<file path="src/rtl/gcc_pkg.sv">
package gcc_pkg;
  parameter int CMP_W   = 16;
  parameter int N_TGT   = 3;
  parameter int WORD_W  = 32;
  parameter int GEN_LSB = 29;
  localparam int GAP_W  = GEN_LSB - CMP_W;
endpackage

</file>
<file path="src/rtl/gcc_preload_reg.sv">
module gcc_preload_reg #(
  parameter int W = 16
) (
  input  logic         clk,
  input  logic         rst_n,
  input  logic         wr_en,
  input  logic [W-1:0] wr_val,
  input  logic         pre_en,
  input  logic         upd,
  output logic [W-1:0] shd,
  output logic [W-1:0] act
);
  always_ff @(posedge clk or negedge rst_n) begin
    if (!rst_n) begin
      shd <= '0;
      act <= '0;
    end else begin
      if (wr_en) shd <= wr_val;
      if (!pre_en) begin
        if (wr_en) act <= wr_val;
      end else if (upd) begin
        act <= shd;
      end
    end
  end
endmodule

</file>
<file path="src/rtl/gcc_compare.sv">
module gcc_compare #(
  parameter int W = 16
) (
  input  logic [W-1:0] cnt,
  input  logic [W-1:0] cmp,
  output logic         ref_o
);
  always_comb ref_o = (cnt < cmp);
endmodule

</file>
<file path="src/rtl/gcc_gate.sv">
module gcc_gate #(
  parameter int N = 3
) (
  input  logic [N-1:0] en,
  input  logic [N-1:0] tgt_ref,
  input  logic         win,
  output logic [N-1:0] gref
);
  for (genvar i = 0; i < N; i++) begin : g_gate
    always_comb gref[i] = en[i] ? (tgt_ref[i] & win) : tgt_ref[i];
  end
endmodule

</file>
<file path="src/rtl/gated_cmp_channel.sv">
module gated_cmp_channel
  import gcc_pkg::*;
(
  input  logic              clk,
  input  logic              rst_n,
  input  logic [CMP_W-1:0]  cnt_i,
  input  logic              upd_i,
  input  logic              wr_en,
  input  logic [CMP_W-1:0]  wr_cmp,
  input  logic [N_TGT-1:0]  wr_gen,
  input  logic              pre5_i,
  input  logic [N_TGT-1:0]  pre_tgt_i,
  input  logic [N_TGT-1:0]  tgt_ref_i,
  output logic              ref5_o,
  output logic [N_TGT-1:0]  gref_o,
  output logic [WORD_W-1:0] rd_word
);
  logic [CMP_W-1:0] cmp_shd, cmp_act;
  logic [N_TGT-1:0] gen_shd, gen_act;

  gcc_preload_reg #(.W(CMP_W)) u_cmp_reg (
    .clk(clk), .rst_n(rst_n), .wr_en(wr_en), .wr_val(wr_cmp),
    .pre_en(pre5_i), .upd(upd_i), .shd(cmp_shd), .act(cmp_act)
  );

  for (genvar i = 0; i < N_TGT; i++) begin : g_en
    gcc_preload_reg #(.W(1)) u_en_reg (
      .clk(clk), .rst_n(rst_n), .wr_en(wr_en), .wr_val(wr_gen[i]),
      .pre_en(pre_tgt_i[i]), .upd(upd_i), .shd(gen_shd[i]), .act(gen_act[i])
    );
  end

  gcc_compare #(.W(CMP_W)) u_cmp (
    .cnt(cnt_i), .cmp(cmp_act), .ref_o(ref5_o)
  );

  gcc_gate #(.N(N_TGT)) u_gate (
    .en(gen_act), .tgt_ref(tgt_ref_i), .win(ref5_o), .gref(gref_o)
  );

  always_comb rd_word = {gen_shd, {GAP_W{1'b0}}, cmp_shd};
endmodule

</file>
<file path="config.mk">
export PLATFORM = sky130hd
export DESIGN_NAME = gated_cmp_channel
export DESIGN_NICKNAME = d
export VERILOG_FILES = /design/src/rtl/gcc_pkg.sv /design/src/rtl/gcc_preload_reg.sv /design/src/rtl/gcc_compare.sv /design/src/rtl/gcc_gate.sv /design/src/rtl/gated_cmp_channel.sv
export SDC_FILE = /design/constraint.sdc
export NUM_CORES = 1
export LEC_CHECK = 0
export ABC_AREA = 1
export BUFFER_PORTS_ARGS = -buffer_cell sky130_fd_sc_hd__clkbuf_2
export CORE_ASPECT_RATIO = 1.5
export CORE_MARGIN = 2
export CORE_UTILIZATION = 50
export CTS_BUF_LIST = sky130_fd_sc_hd__clkbuf_8
export CTS_CLUSTER_SIZE = 16
export DETAILED_ROUTE_END_ITERATION = 10
export GPL_TIMING_DRIVEN = 1
export MAX_ROUTING_LAYER = met4
export PLACE_DENSITY = 0.82
export SETUP_SLACK_MARGIN = 0.2
export SYNTH_ARGS = -nofsm -noshare
export SYNTH_HDL_FRONTEND = slang
export SYNTH_SLANG_ARGS = --single-unit
</file>
<file path="constraint.sdc">
create_clock -name clk -period 1.5 [get_ports clk]
set_clock_uncertainty 0.15 [all_clocks]
set_input_delay 0.075 -clock clk [delete_from_list [all_inputs] [get_ports clk]]
set_output_delay 0.075 -clock clk [all_outputs]
set_load 0.01 [all_outputs]
</file>
==> results of run 1 <==
## cells by family after synthesis
kind of cell               after synthesis
DFF                                     38
AOI/OAI and AO/OA                       69
other                                    1
adders and majority gates               15
and+or+nand+nor                         72
buffers and inverters                   72
## final cells by class
| cell class | count | area share |
|---|---|---|
| multi-input combinational | 169 | 0.336 |
| clock buffer | 6 | 0.0276 |
| tap | 46 | 0.0192 |
| inverter | 46 | 0.0577 |
| sequential | 38 | 0.318 |
| timing repair buffer | 107 | 0.241 |
## how the worst max path moves through the flow
stage	startpoint	to	slack [ps]
after detailed placement	u_cmp_reg.act[13]$_DFFE_PN0P_	gref_o[0]	-280
after global placement	u_cmp_reg.act[13]$_DFFE_PN0P_	gref_o[0]	-230
after global routing	u_cmp_reg.act[13]$_DFFE_PN0P_	gref_o[2]	-630
after floorplan	u_cmp_reg.act[5]$_DFFE_PN0P_	gref_o[0]	-20
final	u_cmp_reg.act[9]$_DFFE_PN0P_	gref_o[2]	-530
after CTS	u_cmp_reg.act[5]$_DFFE_PN0P_	gref_o[2]	-510
## worst max-delay path, cell delays in order, from the launching register on
cell and delay [ps]:
sky130_fd_sc_hd__dfrtp_1 360, sky130_fd_sc_hd__inv_1 70, sky130_fd_sc_hd__ha_1 240, sky130_fd_sc_hd__a21oi_1 160, sky130_fd_sc_hd__o21ai_1 100, sky130_fd_sc_hd__a21oi_2 180
sky130_fd_sc_hd__nand2_4 100, sky130_fd_sc_hd__a21oi_2 160, sky130_fd_sc_hd__buf_2 150
## cells in the mapped netlist
library cell	n	area share
sky130_fd_sc_hd__nand2_1	60	0.11
sky130_fd_sc_hd__inv_1	45	0.079
sky130_fd_sc_hd__o21ai_0	40	0.093
sky130_fd_sc_hd__dfrtp_1	38	0.44
sky130_fd_sc_hd__buf_4	17	0.060
sky130_fd_sc_hd__ha_1	15	0.088
sky130_fd_sc_hd__a21oi_1	13	0.030
sky130_fd_sc_hd__o211ai_1	12	0.042
sky130_fd_sc_hd__nor2_1	9	0.016
sky130_fd_sc_hd__buf_2	4	0.0093
sky130_fd_sc_hd__clkbuf_1	4	0.0070
sky130_fd_sc_hd__o31ai_1	3	0.011
sky130_fd_sc_hd__nor3_1	2	0.0047
sky130_fd_sc_hd__buf_1	1	0.0018
sky130_fd_sc_hd__conb_1	1	0.0018
sky130_fd_sc_hd__inv_2	1	0.0018
sky130_fd_sc_hd__nand3_1	1	0.0023
sky130_fd_sc_hd__o21ai_2	1	0.0041
## registers in the layout (all words and copies together), names as in the netlist
register,flops
u_cmp_reg.act,16
u_cmp_reg.shd,16
g_en.u_en_reg.act,3
g_en.u_en_reg.shd,3
## per-layer routing
layer | vias to the layer above | part of all wire | wire (um) | track usage
li1 | 1025 | - | - | -
met1 | 952 | 0.37 | 1940 | 0.255
met2 | 66 | 0.58 | 3060 | 0.446
met3 | 6 | 0.045 | 240 | 0.0462
met4 | 0 | 0.012 | 65 | 0.0655
met5 | - | 0 | 0 | -
## timing repair
| action | CTS | global route |
|---|---|---|
| hold buffers | 23 | 0 |
| endpoints found under the setup margin | 4 | 4 |
| resized for setup | 12 | 17 |
| buffers inserted | 2 | 2 |
| hold endpoints to repair | 71 | 0 |
| pin swaps | 7 | 9 |
| gates cloned | 0 | 0 |
## power by group
group | switching, W | total (W) | leakage, nW | internal [W]
sequential | 0.0000644 | 0.00121 | 0.458 | 0.00114
combinational | 0.000455 | 0.000845 | 1.09 | 0.000390
clock | 0.000330 | 0.000684 | 0.0431 | 0.000354
## through the flow
stage          instances  instance area [um2]  total power (W)  setup slack [ps]
2_1_floorplan        279                 2200          0.00164             -18.8
3_3_place_gp         379                 2550          0.00188              -225
3_5_place_dp         379                 2550          0.00191              -277
4_1_cts              410                 2930          0.00270              -507
5_1_grt              412                 2990          0.00293              -627
6_report             412                 2990          0.00274              -532
==> flow_summary.ini, run 1 <==
[status]
run_status = finished, violations left
failed_checks = negative setup slack

[cts]
tritoncts = done
clock_insertion_delay_worst_skew_ps = 280
cts-root-to-sink-buffers = 2
clockRootBuffer = sky130_fd_sc_hd__clkbuf_8
tritoncts.num_buffers = 5
clock_sinks = 38
ctsHtreeMaxLevel = 2
clkSlewWorstSetupHoldPaths_ps = 70

[floorplan]
design.die.area_um2 = 4830
chipWidth_um = 57.4
core-area_um2 = 4170
row_count = 29
io_pins = 82
die_h_um = 84.2
initial_util = 0.513

[global_routing]
grt_start_max_net_pins = 33
first_global_vias = 2046
residual_overflow_from_global_routing = 0
grt_first_pass_wirelength_mm = 8.86
initial_antenna_violation_count = 0
grt.total_usage = 0.242

[worst_hold_path]
worst_hold_path.endpoint = g_en[1].u_en_reg.act$_DFFE_PN0P_
hold-path-cell-count = 3
hold_start = upd_i
holdCritPathClass = input port to flip-flop

[sta]
final_min_period_over_clock_period = 1.35
setup_total_negative_slack_ps = -2010
finalHoldViolations = 0
fmaxAchievable_mhz = 492
fin_hold_ws_ps = 21.0
final_setup_margin_ps = -532
final_period_minus_worst_setup_slack_ps = 2030
finalSetupViolCount = 4
slew_limit_fails = 0
rsz0062_at_grt = yes

[yosys]
synthesis.yosys.warnings = 0
synth.cell_area_um2 = 2140
fraction_of_the_mapped_netlist_area_in_compound_gates = 0.180
postSynthRegisterBits = 38
yosysUniqueCellTypes = 18
synth-adder-area-share = 0.0876
synth_xor_xnor_area_share = 0
synth_top_family_by_area = compound AO/OA/AOI/OAI gates
synth.avg_cell_area_um2 = 8.02
post_synthesis_mux_area_share = 0
yosys.area_share.simple = 0.128
seq_total_area_yosys = 0.444
synth_cells = 267

[cells_and_area]
num-fill-cells = 325
layout_commonest_cell = sky130_fd_sc_hd__clkbuf_2
layout_cells_sized_above_1 = 0.322
sequential_standard_cell_area_um2 = 951
design.final.nets = 428
multi_input_area_um2 = 1000
num_antenna_cells = 0
commonest_non_fill_non_tap_cells_in_the_layout = 64 x sky130_fd_sc_hd__clkbuf_2, 57 x sky130_fd_sc_hd__nand2_1, 38 x sky130_fd_sc_hd__o21ai_0, 38 x sky130_fd_sc_hd__dfrtp_1, 35 x sky130_fd_sc_hd__inv_1
utilization = 0.717
area.growth.synth_to_final_pct = 39.6

[worst_setup_path]
setup.worst_path.start_class = flip-flop
reg_to_reg_start = u_cmp_reg.act[5]$_DFFE_PN0P_
rr_worst_depth = 5
cp.arrival_ps = 1810
cp-end-kind = output pin
critical_path.reg2reg.endpoint = u_cmp_reg.act[5]$_DFFE_PN0P_
req_time_crit_path_ps = 1270
r2r_setup_slack_ps = 360
path_max_fanout = 4
worst-setup-path-type = flip-flop to output pin

[route]
wl_mm = 5.31
antenna_violating_nets_post_route = 0
routed-via-count = 2049
drt_first_iter_violations = 40
vias_per_cell = 4.97
drc = 0
wire_per_inst_um = 12.9
dr.pass1.iters = 4

[power]
cellPowerDensity_nw_per_um2 = 915
peak_supply_drop_mv = 0.838
p_leak_nw = 1.59

[placed_design]
dpl.hpwl_mm = 3.70
numPortBuffers = 68
routabilityCongestion = 0.777

[run]
drv_cap = 0
Note: power is estimated with default switching activity, not from simulation.
==> run 2: changes to the inputs <==
==> constraint.sdc (replaced) <==
create_clock -name clk -period 2.11 [get_ports clk]
set_clock_uncertainty 0.15 [all_clocks]
set_input_delay 0.1055 -clock clk [delete_from_list [all_inputs] [get_ports clk]]
set_output_delay 0.1055 -clock clk [all_outputs]
set_load 0.01 [all_outputs]
==> flow_summary.ini, run 2 (synthesized netlist as in run 1, its figures left out) <==
[status]
run_status = completed

[power]
net-switching-power_w = 0.000637
power_switching_share = 0.323
p_leak_nw = 1.56
share_comb_of_total_power = 0.294
peak_supply_drop_mv = 0.758
seq_power_share = 0.434
internal_power_of_the_cells_w = 0.00133
cellPowerDensity_nw_per_um2 = 662
power_frac_clock = 0.272

[route]
wl_mm = 5.26
antenna_violating_nets_post_route = 0
wire_per_inst_um = 12.9
dr.pass1.iters = 4
vias_per_cell = 4.92
drc = 0
routed-via-count = 2007
drt_first_iter_violations = 109

[worst_setup_path]
path_max_fanout = 4
setup.worst_path.start_class = flip-flop
cp-end-kind = output pin
req_time_crit_path_ps = 1850
cp.arrival_ps = 1740
worst-setup-path-type = flip-flop to output pin

[cells_and_area]
area.growth.synth_to_final_pct = 39.1
design.final.nets = 422
num_antenna_cells = 0
utilization = 0.714
design_area_um2 = 2980
layout_commonest_cell = sky130_fd_sc_hd__clkbuf_2
sequential_standard_cell_area_um2 = 951
largestRegisters = u_cmp_reg.act: 16 flops, u_cmp_reg.shd: 16 flops
multi_input_area_um2 = 1050
layout_cells_sized_above_1 = 0.323
commonest_non_fill_non_tap_cells_in_the_layout = 65 x sky130_fd_sc_hd__clkbuf_2, 56 x sky130_fd_sc_hd__nand2_1, 38 x sky130_fd_sc_hd__o21ai_0, 38 x sky130_fd_sc_hd__dfrtp_1, 36 x sky130_fd_sc_hd__inv_1
num-fill-cells = 335

[global_routing]
initial_antenna_violation_count = 0
grt.total_usage = 0.235
grt_first_pass_wirelength_mm = 8.39
grt_start_max_net_pins = 39
residual_overflow_from_global_routing = 0
first_global_vias = 1929

[cts]
tritoncts.num_buffers = 5
clock_sinks = 38
cts-root-to-sink-buffers = 2
clkSlewWorstSetupHoldPaths_ps = 80
clock_insertion_delay_worst_skew_ps = 310
clockRootBuffer = sky130_fd_sc_hd__clkbuf_8
ctsHtreeMaxLevel = 2
tritoncts = done

[sta]
final_period_minus_worst_setup_slack_ps = 1990
setup_total_negative_slack_ps = 0
rsz0062_at_grt = yes
final_min_period_over_clock_period = 0.944
timing.slew.headroom = 0.554
slew_limit_fails = 0
worst_slew_pin_slew_ps = 668
fmaxAchievable_mhz = 502
finalHoldViolations = 0
finalSetupViolCount = 0

[floorplan]
row_count = 29
io_pins = 82
initial_util = 0.513
chipWidth_um = 57.4
design.die.area_um2 = 4830
core-area_um2 = 4170
die_h_um = 84.2

[worst_hold_path]
holdCritPathClass = input port to flip-flop

[run]
drv_cap = 0

[placed_design]
routabilityCongestion = 0.881
dpl.hpwl_mm = 3.51
placed_area_um2 = 2460
numPortBuffers = 68
-- run 2: cell types whose count changed in the layout (fill, tap and decap cells not counted), sizes merged --
cell	previous run	this run
clkbuf	70	71
dlygate4sd3	23	25
buf	20	11
clkinv	0	1
clkinvlp	0	1
-- run 2: critical path, cell delays in order, from the launching register on --
cell	delay, ps
sky130_fd_sc_hd__dfrtp_1	380
sky130_fd_sc_hd__inv_2	70
sky130_fd_sc_hd__ha_4	190
sky130_fd_sc_hd__a21oi_1	180
sky130_fd_sc_hd__nand2_1	100
sky130_fd_sc_hd__a21oi_2	160
sky130_fd_sc_hd__nand2_4	100
sky130_fd_sc_hd__a21oi_2	120
sky130_fd_sc_hd__buf_2	130
-- run 2: area by class of cell --
type,count,share of cell area
clock buffers,6,0.0277
clock inverters,2,0.00420
inverters,46,0.0579
multi-input cells,169,0.353
flip-flops and latches,38,0.319
well taps,46,0.0193
repair buffers,101,0.218
-- run 2: power groups by stage --
| stage | sequential [W] | clock (W) | combinational [W] |
|---|---|---|---|
| 2_1_floorplan | 0.000870 | 0 | 0.000283 |
| 3_3_place_gp | 0.000862 | 0 | 0.000429 |
| 3_5_place_dp | 0.000864 | 0 | 0.000443 |
| 4_1_cts | 0.000851 | 0.000545 | 0.000508 |
| 5_1_grt | 0.000866 | 0.000571 | 0.000654 |
| 6_report | 0.000856 | 0.000536 | 0.000579 |
-- run 2: worst paths after layout --
check,slack (ps),startpoint,end,cells past startpoint
setup / recovery,120,u_cmp_reg.act[15]$_DFFE_PN0P_,gref_o[2],8
hold / removal,40,upd_i,g_en[2].u_en_reg.act$_DFFE_PN0P_,3
setup reg to reg,610,g_en[1].u_en_reg.shd$_DFFE_PN0P_,g_en[1].u_en_reg.act$_DFFE_PN0P_,5
hold reg to reg,370,u_cmp_reg.shd[11]$_DFFE_PN0P_,u_cmp_reg.shd[11]$_DFFE_PN0P_,2
max in group asynchronous,1240,rst_n,u_cmp_reg.act[7]$_DFFE_PN0P_,3
min in group asynchronous,220,rst_n,u_cmp_reg.act[0]$_DFFE_PN0P_,3
-- run 2: per-stage QoR --
stage / total power [W] / cells / worst slack [ps] / hold WS [ps]
finish: 0.00197 / 408 / 118 / 41.7
global route: 0.00209 / 408 / 1.02 / 68.2
CTS: 0.00190 / 405 / 41.3 / 43.5
detailed placement: 0.00131 / 372 / 332 / 34.4
global placement: 0.00129 / 372 / 373 / 33.8
floorplan: 0.00115 / 279 / 542 / -340
-- run 2: repair_timing --
item                                    in CTS  in global routing
endpoints found under the setup margin       4                  4
setup buffers                                0                  3
gates resized for setup                     11                 26
pin swaps                                    8                  7
cloned                                       0                  0
hold buffers                                25                  0
endpoints found under the hold margin       70                  0
-- run 2: per-layer routing --
layer | global-route usage | routed length [um] | vias to the layer above | part of all wire
li1 | - | - | 1013 | -
met3 | 0.0539 | 241 | 17 | 0.046
met2 | 0.396 | 2890 | 62 | 0.55
met1 | 0.249 | 1910 | 915 | 0.36
met5 | - | 0 | - | 0
met4 | 0.127 | 214 | 0 | 0.041
